## src/rtl/evt_gpio_pkg.sv

```systemverilog
package evt_gpio_pkg;
  localparam int REG_W    = 16;
  localparam int PIN_W    = 6;
  localparam int MAX_PINS = 1 << PIN_W;

  localparam logic ADDR_DATA = 1'b0;
  localparam logic ADDR_MASK = 1'b1;

  localparam int B_VALUE = 7;
  localparam int B_KIND  = 6;
  localparam int B_VALID = 8;

  typedef struct packed {
    logic [6:0]       rsvd_hi;
    logic             valid;
    logic             level;
    logic             rsvd_6;
    logic [PIN_W-1:0] pin;
  } evt_word_t;
endpackage

```

## src/rtl/evt_gpio_sync.sv

```systemverilog
module evt_gpio_sync #(
  parameter int N_PINS = 64
) (
  input  logic              clk_i,
  input  logic              rst_ni,
  input  logic [N_PINS-1:0] pad_i,
  output logic [N_PINS-1:0] lvl_o,
  output logic [N_PINS-1:0] chg_o
);
  logic [N_PINS-1:0] s1_q, s2_q, prev_q;

  always_ff @(posedge clk_i or negedge rst_ni) begin
    if (!rst_ni) begin
      s1_q   <= '0;
      s2_q   <= '0;
      prev_q <= '0;
    end else begin
      s1_q   <= pad_i;
      s2_q   <= s1_q;
      prev_q <= s2_q;
    end
  end

  assign lvl_o = s2_q;
  assign chg_o = s2_q ^ prev_q;
endmodule

```

## src/rtl/evt_gpio_cfg.sv

```systemverilog
module evt_gpio_cfg
  import evt_gpio_pkg::*;
#(
  parameter int N_PINS = 64
) (
  input  logic              clk_i,
  input  logic              rst_ni,
  input  logic              wr_data_i,
  input  logic              wr_mask_i,
  input  logic [PIN_W-1:0]  sel_i,
  input  logic              kind_i,
  input  logic              val_i,
  output logic [N_PINS-1:0] oe_o,
  output logic [N_PINS-1:0] out_o,
  output logic [N_PINS-1:0] mask_o
);
  logic [N_PINS-1:0] oe_q, out_q, mask_q;

  for (genvar g = 0; g < N_PINS; g++) begin : g_pin
    logic hit;
    assign hit = (sel_i == PIN_W'(g));

    always_ff @(posedge clk_i or negedge rst_ni) begin
      if (!rst_ni) begin
        oe_q[g]   <= 1'b0;
        out_q[g]  <= 1'b0;
        mask_q[g] <= 1'b1;
      end else begin
        if (wr_data_i && hit && !kind_i) oe_q[g]   <= val_i;
        if (wr_data_i && hit &&  kind_i) out_q[g]  <= val_i;
        if (wr_mask_i && hit)            mask_q[g] <= val_i;
      end
    end
  end

  assign oe_o   = oe_q;
  assign out_o  = out_q;
  assign mask_o = mask_q;

  // direction write lands on the selected line
  a_r2_dir_write: assert property (@(posedge clk_i) disable iff (!rst_ni)
    (wr_data_i && !kind_i && (int'(sel_i) < N_PINS)) |=> (oe_o[$past(sel_i)] == $past(val_i)));

  // value write lands on the selected line
  a_r3_out_write: assert property (@(posedge clk_i) disable iff (!rst_ni)
    (wr_data_i && kind_i && (int'(sel_i) < N_PINS)) |=> (out_o[$past(sel_i)] == $past(val_i)));

  // without a mask write the mask holds
  a_r4_mask_hold: assert property (@(posedge clk_i) disable iff (!rst_ni)
    !wr_mask_i |=> $stable(mask_o));
endmodule

```

## src/rtl/evt_gpio_events.sv

```systemverilog
module evt_gpio_events #(
  parameter int N_PINS = 64,
  localparam int IDX_W = $clog2(N_PINS)
) (
  input  logic              clk_i,
  input  logic              rst_ni,
  input  logic [N_PINS-1:0] chg_i,
  input  logic [N_PINS-1:0] mask_i,
  input  logic              pop_i,
  output logic              any_o,
  output logic [IDX_W-1:0]  pick_o,
  output logic              irq_o
);
  logic [N_PINS-1:0] pend_q, pend_d, vis;

  assign vis = pend_q & ~mask_i;

  // lowest-numbered visible pending line wins
  always_comb begin
    pick_o = '0;
    for (int i = N_PINS - 1; i >= 0; i--) begin
      if (vis[i]) pick_o = IDX_W'(i);
    end
  end

  assign any_o = |vis;
  assign irq_o = any_o;

  for (genvar g = 0; g < N_PINS; g++) begin : g_pend
    logic set, clr;
    assign set = chg_i[g] & ~mask_i[g];
    assign clr = pop_i & any_o & (pick_o == IDX_W'(g));
    assign pend_d[g] = set | (pend_q[g] & ~clr);
  end

  always_ff @(posedge clk_i or negedge rst_ni) begin
    if (!rst_ni) pend_q <= '0;
    else         pend_q <= pend_d;
  end

  // unmasked change is recorded
  a_r5_pend_set: assert property (@(posedge clk_i) disable iff (!rst_ni)
    ((chg_i & ~mask_i) != '0) |=> ((pend_q & $past(chg_i & ~mask_i)) == $past(chg_i & ~mask_i)));

  // masked lines never gain a pending flag
  a_r6_masked_quiet: assert property (@(posedge clk_i) disable iff (!rst_ni)
    ((pend_q & ~$past(pend_q) & $past(mask_i)) == '0));

  // popped line is cleared unless it changed again at that edge
  a_r9_pop_clear: assert property (@(posedge clk_i) disable iff (!rst_ni)
    (pop_i && any_o && !chg_i[pick_o]) |=> !pend_q[$past(pick_o)]);

  // change at pop edge re-arms
  a_r10_rearm: assert property (@(posedge clk_i) disable iff (!rst_ni)
    (pop_i && any_o && chg_i[pick_o] && !mask_i[pick_o]) |=> pend_q[$past(pick_o)]);
endmodule

```

## src/rtl/evt_gpio.sv

```systemverilog
module evt_gpio
  import evt_gpio_pkg::*;
#(
  parameter int N_PINS = 64
) (
  input  logic              clk_i,
  input  logic              rst_ni,
  input  logic              req_i,
  input  logic              we_i,
  input  logic              addr_i,
  input  logic [REG_W-1:0]  wdata_i,
  output logic [REG_W-1:0]  rdata_o,
  input  logic [N_PINS-1:0] pad_i,
  output logic [N_PINS-1:0] pad_o,
  output logic [N_PINS-1:0] pad_oe_o,
  output logic              irq_o
);
  localparam int IDX_W = $clog2(N_PINS);

  logic              wr_data, wr_mask, rd_data;
  logic [N_PINS-1:0] lvl, chg, mask;
  logic              any;
  logic [IDX_W-1:0]  pick;
  evt_word_t         word;
  logic              unused_rsvd;

  assign wr_data = req_i &  we_i & (addr_i == ADDR_DATA);
  assign wr_mask = req_i &  we_i & (addr_i == ADDR_MASK);
  assign rd_data = req_i & ~we_i & (addr_i == ADDR_DATA);
  assign unused_rsvd = ^wdata_i[REG_W-1:B_VALID];

  evt_gpio_sync #(.N_PINS(N_PINS)) i_sync (
    .clk_i (clk_i),
    .rst_ni(rst_ni),
    .pad_i (pad_i),
    .lvl_o (lvl),
    .chg_o (chg)
  );

  evt_gpio_cfg #(.N_PINS(N_PINS)) i_cfg (
    .clk_i    (clk_i),
    .rst_ni   (rst_ni),
    .wr_data_i(wr_data),
    .wr_mask_i(wr_mask),
    .sel_i    (wdata_i[PIN_W-1:0]),
    .kind_i   (wdata_i[B_KIND]),
    .val_i    (wdata_i[B_VALUE]),
    .oe_o     (pad_oe_o),
    .out_o    (pad_o),
    .mask_o   (mask)
  );

  evt_gpio_events #(.N_PINS(N_PINS)) i_events (
    .clk_i (clk_i),
    .rst_ni(rst_ni),
    .chg_i (chg),
    .mask_i(mask),
    .pop_i (rd_data),
    .any_o (any),
    .pick_o(pick),
    .irq_o (irq_o)
  );

  always_comb begin
    word = '0;
    if (rd_data && any) begin
      word.valid = 1'b1;
      word.level = lvl[pick];
      word.pin   = PIN_W'(pick);
    end
  end

  assign rdata_o = word;

  // a valid event is only returned while the interrupt is up
  a_r8_valid_irq: assert property (@(posedge clk_i) disable iff (!rst_ni)
    (rd_data && rdata_o[B_VALID]) |-> irq_o);

  // reserved read bits stay zero
  a_r11_rsvd_zero: assert property (@(posedge clk_i) disable iff (!rst_ni)
    (rdata_o[REG_W-1:B_VALID+1] == '0) && !rdata_o[B_KIND]);

  initial begin
    a_pins_fit: assert (N_PINS >= 2 && N_PINS <= MAX_PINS);
  end
endmodule

```

## config.mk

```make
export PLATFORM = sky130hd
export DESIGN_NAME = evt_gpio
export DESIGN_NICKNAME = d
export VERILOG_FILES = /design/src/rtl/evt_gpio_pkg.sv /design/src/rtl/evt_gpio_sync.sv /design/src/rtl/evt_gpio_cfg.sv /design/src/rtl/evt_gpio_events.sv /design/src/rtl/evt_gpio.sv
export SDC_FILE = /design/constraint.sdc
export NUM_CORES = 1
export LEC_CHECK = 0
export BUFFER_PORTS_ARGS = -buffer_cell sky130_fd_sc_hd__buf_2
export CAP_MARGIN = 20
export CORE_MARGIN = 2
export CORE_UTILIZATION = 45
export DETAILED_ROUTE_END_ITERATION = 16
export SLEW_MARGIN = 30
export SYNTH_ARGS = -nofsm -noshare
export SYNTH_HDL_FRONTEND = slang
export SYNTH_SLANG_ARGS = --single-unit
```

## constraint.sdc

```tcl
create_clock -name clk_i -period 3.41 [get_ports clk_i]
set_input_delay 0.1705 -clock clk_i [delete_from_list [all_inputs] [get_ports clk_i]]
set_output_delay 0.1705 -clock clk_i [all_outputs]
set_load 0.005 [all_outputs]
```

Yosys cells after proc, flatten, opt, wreduce, memory -nomap -nowiden
Index checks and enable logic that the tools add are counted.
{"block": "classes", "bitwise": 395, "n_eq_ne": 126, "n_reduce_logical": 261, "magnitude_cmp": 1, "muxes": 68}
{"cell": "6-bit 2-to-1 mux", "n": 65}
{"cell": "6-bit == test (second input constant)", "n": 64}
{"cell": "1-bit logical AND", "n": 257}
{"cell": "1-bit AND", "n": 198}
{"cell": "6-bit by 5-bit == test with 1-bit output (second input constant)", "n": 32}
{"cell": "1-bit inverter", "n": 130}
{"cell": "6-bit by 4-bit == test with 1-bit output (second input constant)", "n": 16}
{"cell": "64-bit AND", "n": 1}
{"cell": "64-bit inverter", "n": 1}
{"cell": "1-bit bitwise OR", "n": 64}
{"cell": "64-bit OR reduction", "n": 1}
{"cell": "64-bit XOR", "n": 1}
{"cell": "6-bit by 3-bit == test with 1-bit output (second input constant)", "n": 8}
{"cell": "6-bit by 2-bit == test with 1-bit output (second input constant)", "n": 4}
{"cell": "6-bit by 1-bit == test with 1-bit output (second input constant)", "n": 2}
{"cell": "6-bit logical NOT", "n": 2}
{"cell": "6-bit by 7-bit < comparator with 1-bit output (second input constant)", "n": 1}
{"cell": "1-bit binary-select mux with 6-bit select", "n": 1}
{"cell": "2-bit 2-to-1 mux", "n": 1}
{"cell": "1-bit logical NOT", "n": 1}
{"cell": "1-bit 2-to-1 mux", "n": 1}
{"block": "word_totals", "in_bits": 85, "ff_bits": 448, "out_inout_bits": 145, "elab_cells": 1047}

Longest topological paths before layout
Gate-level depths: netlist of run 1.
{"block": "logic_depth", "ltp_word": 71, "mapped_depth": 13, "ltp_nobuf": 11}

Cells and area by module
From an unflattened synthesis of run 1, not the netlist that was laid out.
{"block": "hier_totals", "cells_unflattened": 1533, "hier_area_um2": 19379.8}
{"module": "evt_gpio_cfg", "cells_each": 675, "area_per_inst_um2": 8861.0, "n_inst": 1, "seq_area_each_um2": 4884.7}
{"module": "evt_gpio_sync", "cells_each": 256, "area_per_inst_um2": 5365.1, "n_inst": 1, "seq_area_each_um2": 4804.6}
{"module": "evt_gpio_events", "cells_each": 540, "area_per_inst_um2": 4430.5, "n_inst": 1, "seq_area_each_um2": 1601.5}
{"module": "evt_gpio", "cells_each": 62, "area_per_inst_um2": 723.2, "n_inst": 1, "seq_area_each_um2": 0.0}

Least setup slack after synthesis of run 1
OpenSTA, ideal clock, no wires.
{"block": "synth_path", "path_kind": "reg2out", "startpoint": "register i_cfg.mask_q[39], in the netlist i_cfg.mask_o[39]", "endpoint": "output rdata_o[7]", "arrival_ps": 2760, "path_stages_with_launch": 14, "path_slack_ps": 479, "required_ps": 3239, "n_path_buf": 2, "cell_sequence": "dfstp_2 > nand2b_1 > o21ai_2 > a2111oi_4 > o211ai_1 > a211oi_2 > o22a_1 > buf_6 > buf_12 > mux2i_1 > mux2i_1 > o22ai_1 > a2111o_1 > a211oi_2"}
{"block": "synth_between", "elab_chain_len": 45, "elab_cells_between_ends": 47, "cone_classes": "43 x mux; 2 x bitwise; 2 x reduce/logical"}
{"item": "from (decl)", "line_no": "evt_gpio_cfg.sv:17", "rtl": "logic [N_PINS-1:0] oe_q, out_q, mask_q;"}
{"item": "from (signal, indexed assignment)", "line_no": "evt_gpio_cfg.sv:31", "rtl": "if (wr_mask_i && hit) mask_q[g] <= val_i;"}
{"item": "64-bit inverter (*)", "line_no": "evt_gpio_events.sv:16", "rtl": "assign vis = pend_q & ~mask_i;"}
{"item": "64-bit AND (*)", "line_no": "evt_gpio_events.sv:16"}
{"item": "6-bit 2-to-1 mux (40 in series)", "line_no": "evt_gpio_events.sv:22", "rtl": "if (vis[i]) pick_o = IDX_W'(i);"}
{"item": "1-bit binary-select mux with 6-bit select", "line_no": "evt_gpio.sv:68", "rtl": "word.level = lvl[pick];"}
{"item": "1-bit 2-to-1 mux (not written as such)", "line_no": "evt_gpio.sv:68"}
{"item": "2-bit 2-to-1 mux (*)", "line_no": "evt_gpio.sv:66", "rtl": "if (rd_data && any) begin"}
{"item": "to (decl)", "line_no": "evt_gpio.sv:12", "rtl": "output logic [REG_W-1:0] rdata_o,"}
Mark *: on every way between the ends. The rest lies on a longest branch, timed or not. The select of a mux whose other input is x is not followed.

Final worst setup path of run 1
{"block": "layout_path", "startpoint": "register i_cfg.mask_q[47], in the netlist i_cfg.mask_o[47]", "endpoint": "output rdata_o[7]"}
{"block": "layout_between", "elab_chain_len": 53, "elab_cells_between_ends": 55, "cone_classes": "51 x mux; 2 x bitwise; 2 x reduce/logical"}
{"item": "64-bit inverter (*)", "line_no": "evt_gpio_events.sv:16"}
{"item": "64-bit AND (*)", "line_no": "evt_gpio_events.sv:16"}
{"item": "6-bit 2-to-1 mux (48 in series)", "line_no": "evt_gpio_events.sv:22"}
{"item": "1-bit binary-select mux with 6-bit select", "line_no": "evt_gpio.sv:68"}
{"item": "1-bit 2-to-1 mux (not written as such)", "line_no": "evt_gpio.sv:68"}
{"item": "2-bit 2-to-1 mux (*)", "line_no": "evt_gpio.sv:66"}
Marked as above.

==> impl_metrics.yaml, run 1 <==
synth:
  netlist_instances: 1482
  ys_ff_latch: 448
  synth.lib_cells_used.distinct: 69
  share_of_flip_flops_with_an_asynchronous_set_or_reset_after_synthesis_pct: 100
  dominantRegCellSynth: "sky130_fd_sc_hd__dfrtp_1"
  synth_enable_flop_cells: 0
  post_synth_instance_area_um2: 18200
  ys_seq_area_share_pct: 62.1
  synthesis.yosys.warnings: 0
  postSynthAreaPerCell_um2: 12.3
sta:
  grt_setup_unrepaired: "yes"
  max_freq_ghz: 0.243
  finClkSkew_ps: 12.2
  tightestPinTransition_ps: 958
  timing.max_slew.rel_slack_pct: 35.7
  maxSlewViolCount: 0
  timing_hold_violations_final: 0
  final_setup_violation_count: 1
  period_needed_ps: 4120
  worst_slack_setup_final_ps: -707
  fin_crit_sh_pct: 121
cts:
  htree_levels: 2
  path_clk_slew_ps: 60
  clock-sinks: 448
  clock_insertion_delay_worst_skew_ps: 590
  cts.path.max_buffers: 3
  cts_made_buffers: 47
  cts-root-buf: "sky130_fd_sc_hd__clkbuf_16"
  cts_tree: "built"
floorplan:
  initial_core_util_pct: 45.6
  die_x_um: 205
  num_rows: 73
  io-pin-count: 230
  core-area_um2: 39800
  floorplan.die_area_um2: 42000
  chipHeight_um: 205
finish:
  most-common-layout-cells: "sky130_fd_sc_hd__dfrtp_1 (384), sky130_fd_sc_hd__buf_2 (212), sky130_fd_sc_hd__mux2_2 (195), sky130_fd_sc_hd__nand2_1 (142), sky130_fd_sc_hd__nor2_1 (142)"
  area.growth.synth_to_final_pct: 26.7
  final_core_util_pct: 57.8
  final_common_cell: "sky130_fd_sc_hd__dfrtp_1"
  diodes: 0
  layout.cell_area.non_filler_um2: 23000
  nNetsFinal: 1941
  layout-drive-gt1-share_pct: 36.9
worst_setup_path:
  worstSetupPathType: "reg -> out"
  launching_point_of_the_worst_reg2reg_path: "i_cfg.mask_o[57]"
  crit_slowest_cell: "sky130_fd_sc_hd__or4b_2"
  setup.reg_to_reg.worst_slack_ps: 90
  timing.reg2reg.worst_path_depth: 14
  cp-startpoint: "i_cfg.mask_o[47]"
  crit_path_max_fanout: 4
  worstPathCellList: "nor2b_1 -> or4b_2 -> o31ai_4 -> a21oi_4 -> buf_2 -> buf_4 -> nor4bb_1 -> a31oi_1 -> nor2_1 -> a2111o_1 -> a211oi_2 -> buf_2"
  critical-path-max-stage-delay_ps: 720
  worstSetupEndpointType: "output pin"
  worst-endpoint-required_ps: 3240
  critical_path.most_common_cell: "sky130_fd_sc_hd__buf_2"
  cp.arrival_ps: 3950
  kind_of_start_point_of_the_critical_path: "register"
global_routing:
  grt_usage_pct: 23.7
  globalRouteOverflowTotal: 0
  global_route_wire_length_before_repair_um: 74500
  grt_max_degree: 157
  antenna_found_initial: 0
  first_global_vias: 12400
min_path:
  worst_hold_path_class: "in -> async"
routing:
  routed_wire_length_per_instance_um: 20.2
  ant_nets: 0
  vias_per_std_cell: 5.18
  postRouteWirelength_um: 48900
  remaining_drc_errors: 0
  via_count: 12500
  firstDrtPassIters: 5
  drt_first_iter_violations: 877
place:
  dpl.hpwl_um: 34700
  place_congestion: 0.908
  dp_worst_setup_slack_ps: -59.7
  placedInstanceArea_um2: 20300
  port_buffers: 213
status:
  failed_checks: "setup timing"
  status: "complete, but fails checks"
power_and_ir_drop:
  power.density_nw_per_um2: 519
  ir_drop_mv: 0.392
  power.leakage_nw: 10.3
flow_run:
  maxcap_violations: 0
-- Yosys cell counts, types with 12 or more instances --
cell	count	area share [%]
sky130_fd_sc_hd__o211ai_1	12	0.50
sky130_fd_sc_hd__nor2b_1	43	1.5
sky130_fd_sc_hd__mux2_2	195	12
sky130_fd_sc_hd__nand3_1	15	0.41
sky130_fd_sc_hd__dfrtp_1	384	53
sky130_fd_sc_hd__nand2_1	144	3.0
sky130_fd_sc_hd__mux2i_1	31	1.7
sky130_fd_sc_hd__nor2_1	144	3.0
sky130_fd_sc_hd__o21ai_0	137	3.8
sky130_fd_sc_hd__clkbuf_1	45	0.93
sky130_fd_sc_hd__dfstp_2	64	9.3
sky130_fd_sc_hd__nor3_1	18	0.50
sky130_fd_sc_hd__xnor2_1	64	3.1
sky130_fd_sc_hd__a21oi_1	18	0.50
sky130_fd_sc_hd__nand2b_1	45	1.5
-- final timing paths --
kind / to
max: rdata_o[7]
min: i_sync.s1_q[13]
max reg2reg: i_events.pend_q[62]
min reg2reg: i_sync.lvl_o[8]
max in group asynchronous: i_cfg.mask_o[59]
min in group clk_i: i_sync.s1_q[52]
-- kinds of logic (layout without fill, tap and decap cells) --
| logic type | after synthesis | after routing | share of synthesized area [%] |
|---|---|---|---|
| other cells | 1 | 8 | 0.0206 |
| compound gates | 214 | 214 | 7.19 |
| flops | 448 | 448 | 62.1 |
| xor+xnor | 64 | 64 | 3.09 |
| buf+inv | 67 | 473 | 1.74 |
| mux | 226 | 226 | 13.8 |
| simple gates | 462 | 462 | 12.0 |
-- repair_timing --
item,4_1_cts,5_1_grt
gates resized for setup,8,35
pin swaps,7,17
hold buffers,65,0
endpoints found under the hold margin,127,0
setup buffers,6,15
endpoints found under the setup margin,7,28
-- per-layer routing --
layer  share of wire [%]  up-vias  routed length, µm  track usage [%]
met2                  44      439              21700             35.3
li1                    -     5851                  -                -
met4                 2.5        0               1240             7.61
met1                  46     6158              22700             35.1
met3                 6.7       78               3280             4.20
met5                   0        -                  0                0
-- critical path, delay by kind of cell, from the launching register on --
family	cells	cell delay [ps]
and+or+nand+nor	4	980
buffers and inverters	3	530
AOI/OAI and AO/OA	5	1310
DFF	1	530
-- power breakdown --
group          switching (mW)  internal [mW]
clock                    2.16           3.33
combinational           0.441          0.354
sequential              0.126           5.54
-- stage by stage --
step | power [mW] | std cells | TNS [ps] | hold WS, ps
after floorplan | 6.05 | 1489 | 0 | -125
final | 12.0 | 2420 | -707 | 208
after global routing | 12.4 | 2420 | -906 | 207
after global placement | 6.45 | 2247 | -89.9 | 267
after detailed placement | 6.46 | 2247 | -59.7 | 268
after CTS | 12.1 | 2406 | -690 | 175
-- state kept, by name, summed over array words and instances (netlist names) --
register         cells
i_cfg.mask_o        64
i_cfg.oe_o          64
i_sync.prev_q       64
i_sync.lvl_o        64
i_sync.s1_q         64
i_events.pend_q     64
i_cfg.out_o         64
-- cell type report --
class | count | area, µm²
sequential | 448 | 11300
multi-input combinational | 974 | 6770
clock inverter | 23 | 358
tap | 525 | 657
inverter | 8 | 30.0
fill | 3331 | 16800
timing repair buffer | 377 | 2570
clock buffer | 65 | 1340
Note: power is estimated with default switching activity, not from simulation.
==> inputs of run 2 (changes only) <==
==> constraint.sdc (replaced) <==
create_clock -name clk_i -period 3.41 [get_ports clk_i]
set_input_delay 0 -clock clk_i [delete_from_list [all_inputs] [get_ports clk_i]]
set_output_delay 0 -clock clk_i [all_outputs]
set_load 0.005 [all_outputs]
==> run 2 against run 1 <==
Effect of this change:
- the run still ends with setup timing left
- design area shrank 1.4%
- clock-buffer cell count grew 1
- total power grew 0.77%
- first-iteration DRC count shrank 3.5%
- fmax grew 5.6%
- non-clock buffer count shrank 44
- hold slack lost 170 ps
- worst setup slack gained 220 ps
- sequential share of layout area grew 0.69 points
- via count grew 0.54%
- utilization shrank 0.80 points
- highest routed layer unchanged
==> impl_metrics.yaml, run 2 (same netlist as run 1, synthesis figures left out) <==
status:
  status: "complete, but fails checks"
  failed_checks: "setup timing"
routing:
  routed_wire_length_per_instance_um: 20.4
  ant_nets: 0
  vias_per_std_cell: 5.30
  firstDrtPassIters: 5
  drt_first_iter_violations: 846
  postRouteWirelength_um: 48400
  via_count: 12600
  remaining_drc_errors: 0
worst_setup_path:
  critical_path.most_common_cell: "sky130_fd_sc_hd__buf_2"
  crit_slowest_cell: "sky130_fd_sc_hd__or4b_2"
  crit_path_max_fanout: 6
  cp.buffers_inverters: 2
  worst-endpoint-required_ps: 3410
  kind_of_start_point_of_the_critical_path: "register"
  worstSetupPathType: "reg -> out"
  worstSetupEndpointType: "output pin"
  critical-path-max-stage-delay_ps: 740
  worstPathCellList: "nor2b_1 -> or4b_2 -> o31ai_4 -> a21oi_4 -> buf_2 -> and2_1 -> nand3b_1 -> o211ai_1 -> a2111o_1 -> a211oi_2 -> buf_2"
  cp.arrival_ps: 3900
  worst_path_dominant_cell_family: "compound AO/OA/AOI/OAI gates"
sta:
  grt_setup_unrepaired: "yes"
  finClkSkew_ps: 22.8
  maxSlewViolCount: 0
  timing_hold_violations_final: 0
  timing.max_slew.rel_slack_pct: 36.1
  tightestPinTransition_ps: 952
  fin_crit_sh_pct: 114
  final_setup_violation_count: 1
  period_needed_ps: 3900
  hold_slack_ps: 36.7
  worst_slack_setup_final_ps: -491
  max_freq_ghz: 0.256
floorplan:
  chipHeight_um: 205
  num_rows: 73
  die_x_um: 205
  io-pin-count: 230
  core-area_um2: 39800
  initial_core_util_pct: 45.6
  floorplan.die_area_um2: 42000
finish:
  filler_cell_count: 3383
  layout-drive-gt1-share_pct: 34.8
  area.growth.synth_to_final_pct: 24.9
  most-common-layout-cells: "sky130_fd_sc_hd__dfrtp_1 (384), sky130_fd_sc_hd__buf_2 (212), sky130_fd_sc_hd__mux2_2 (195), sky130_fd_sc_hd__nor2_1 (143), sky130_fd_sc_hd__nand2_1 (141)"
  final_common_cell: "sky130_fd_sc_hd__dfrtp_1"
  diodes: 0
  nNetsFinal: 1897
global_routing:
  global_route_wire_length_before_repair_um: 74100
  antenna_found_initial: 0
  globalRouteOverflowTotal: 0
  grt_max_degree: 178
  grt_usage_pct: 23.4
  first_global_vias: 12400
power_and_ir_drop:
  ir_drop_mv: 0.439
  power.leakage_nw: 10.1
  power.density_nw_per_um2: 531
cts:
  clock-sinks: 448
  cts.path.max_buffers: 3
  cts_tree: "built"
  htree_levels: 2
  cts-root-buf: "sky130_fd_sc_hd__clkbuf_16"
  path_clk_slew_ps: 60
  cts_made_buffers: 47
  clock_insertion_delay_worst_skew_ps: 590
place:
  place_congestion: 0.914
  dp_worst_setup_slack_ps: 58.3
  dpl.hpwl_um: 33400
  port_buffers: 213
min_path:
  worst_hold_path_class: "in -> async"
flow_run:
  maxcap_violations: 0
-- run 2: cell count changes in the layout (fill, tap and decap cells not counted), sizes merged --
cell         before  now
clkinvlp          2    1
buf             311  264
bufinv            7    9
dlygate4sd3      65   69
clkinv           11    8
-- run 2: final timing paths --
path | slack [ps] | cells past startpoint | start | end
setup / recovery | -490 | 11 | i_cfg.mask_o[47] | rdata_o[7]
hold / removal | 40 | 2 | rst_ni | i_sync.s1_q[3]
setup reg to reg | 140 | 13 | i_cfg.mask_o[61] | i_events.pend_q[54]
hold reg to reg | 340 | 0 | i_sync.s1_q[8] | i_sync.lvl_o[8]
max in group asynchronous | 2350 | 3 | rst_ni | i_cfg.mask_o[52]
min in group clk_i | 40 | 5 | wdata_i[6] | i_cfg.oe_o[8]
-- run 2: where the power goes --
part / switching, mW / internal, mW
clock network: 2.13 / 3.50
registers: 0.127 / 5.54
logic: 0.430 / 0.318
-- run 2: metrics by stage --
step / power, mW / TNS [ps] / area [µm²] / utilization (%) / instances
2_1_floorplan: 6.05 / 0 / 18200 / - / 1489
3_3_place_gp: 6.42 / 0 / 20100 / 50.4 / 2211
3_5_place_dp: 6.44 / 0 / 20100 / 50.4 / 2211
4_1_cts: 12.2 / -497 / 22600 / 56.7 / 2372
5_1_grt: 12.5 / -591 / 22700 / 57.0 / 2375
6_report: 12.0 / -491 / 22700 / 57.0 / 2375
-- run 2: timing repair --
| action | 4_1_cts | 5_1_grt |
|---|---|---|
| setup buffers | 6 | 1 |
| pin swaps | 9 | 6 |
| resized for setup | 8 | 15 |
| endpoints found under the hold margin | 168 | 11 |
| hold buffers | 68 | 1 |
| setup endpoints to repair | 1 | 35 |
-- run 2: layer usage --
metal | up-vias | global-route usage, % | share of wire (%)
met1 | 6359 | 34.7 | 47
met3 | 94 | 4.06 | 6.0
met2 | 393 | 34.4 | 44
met5 | - | 0 | 0
li1 | 5748 | - | -
met4 | 0 | 8.56 | 3.2
-- run 2: area by class of cell --
| class | count | area, µm² | area share (%) |
|---|---|---|---|
| repair buffers | 333 | 2260 | 9.98 |
| flip-flops and latches | 448 | 11300 | 49.7 |
| inverters | 8 | 30.0 | 0.132 |
| well taps | 525 | 657 | 2.89 |
| multi-input cells | 974 | 6720 | 29.6 |
| clock buffers | 66 | 1370 | 6.03 |
| clock inverters | 21 | 367 | 1.62 |
-- run 2: worst reg2reg max path, delay by kind of cell (launching register included) --
kind,cells,cell delay [ps]
buf+inv,4,630
compound gates,7,1560
flops,1,550
simple gates,2,400
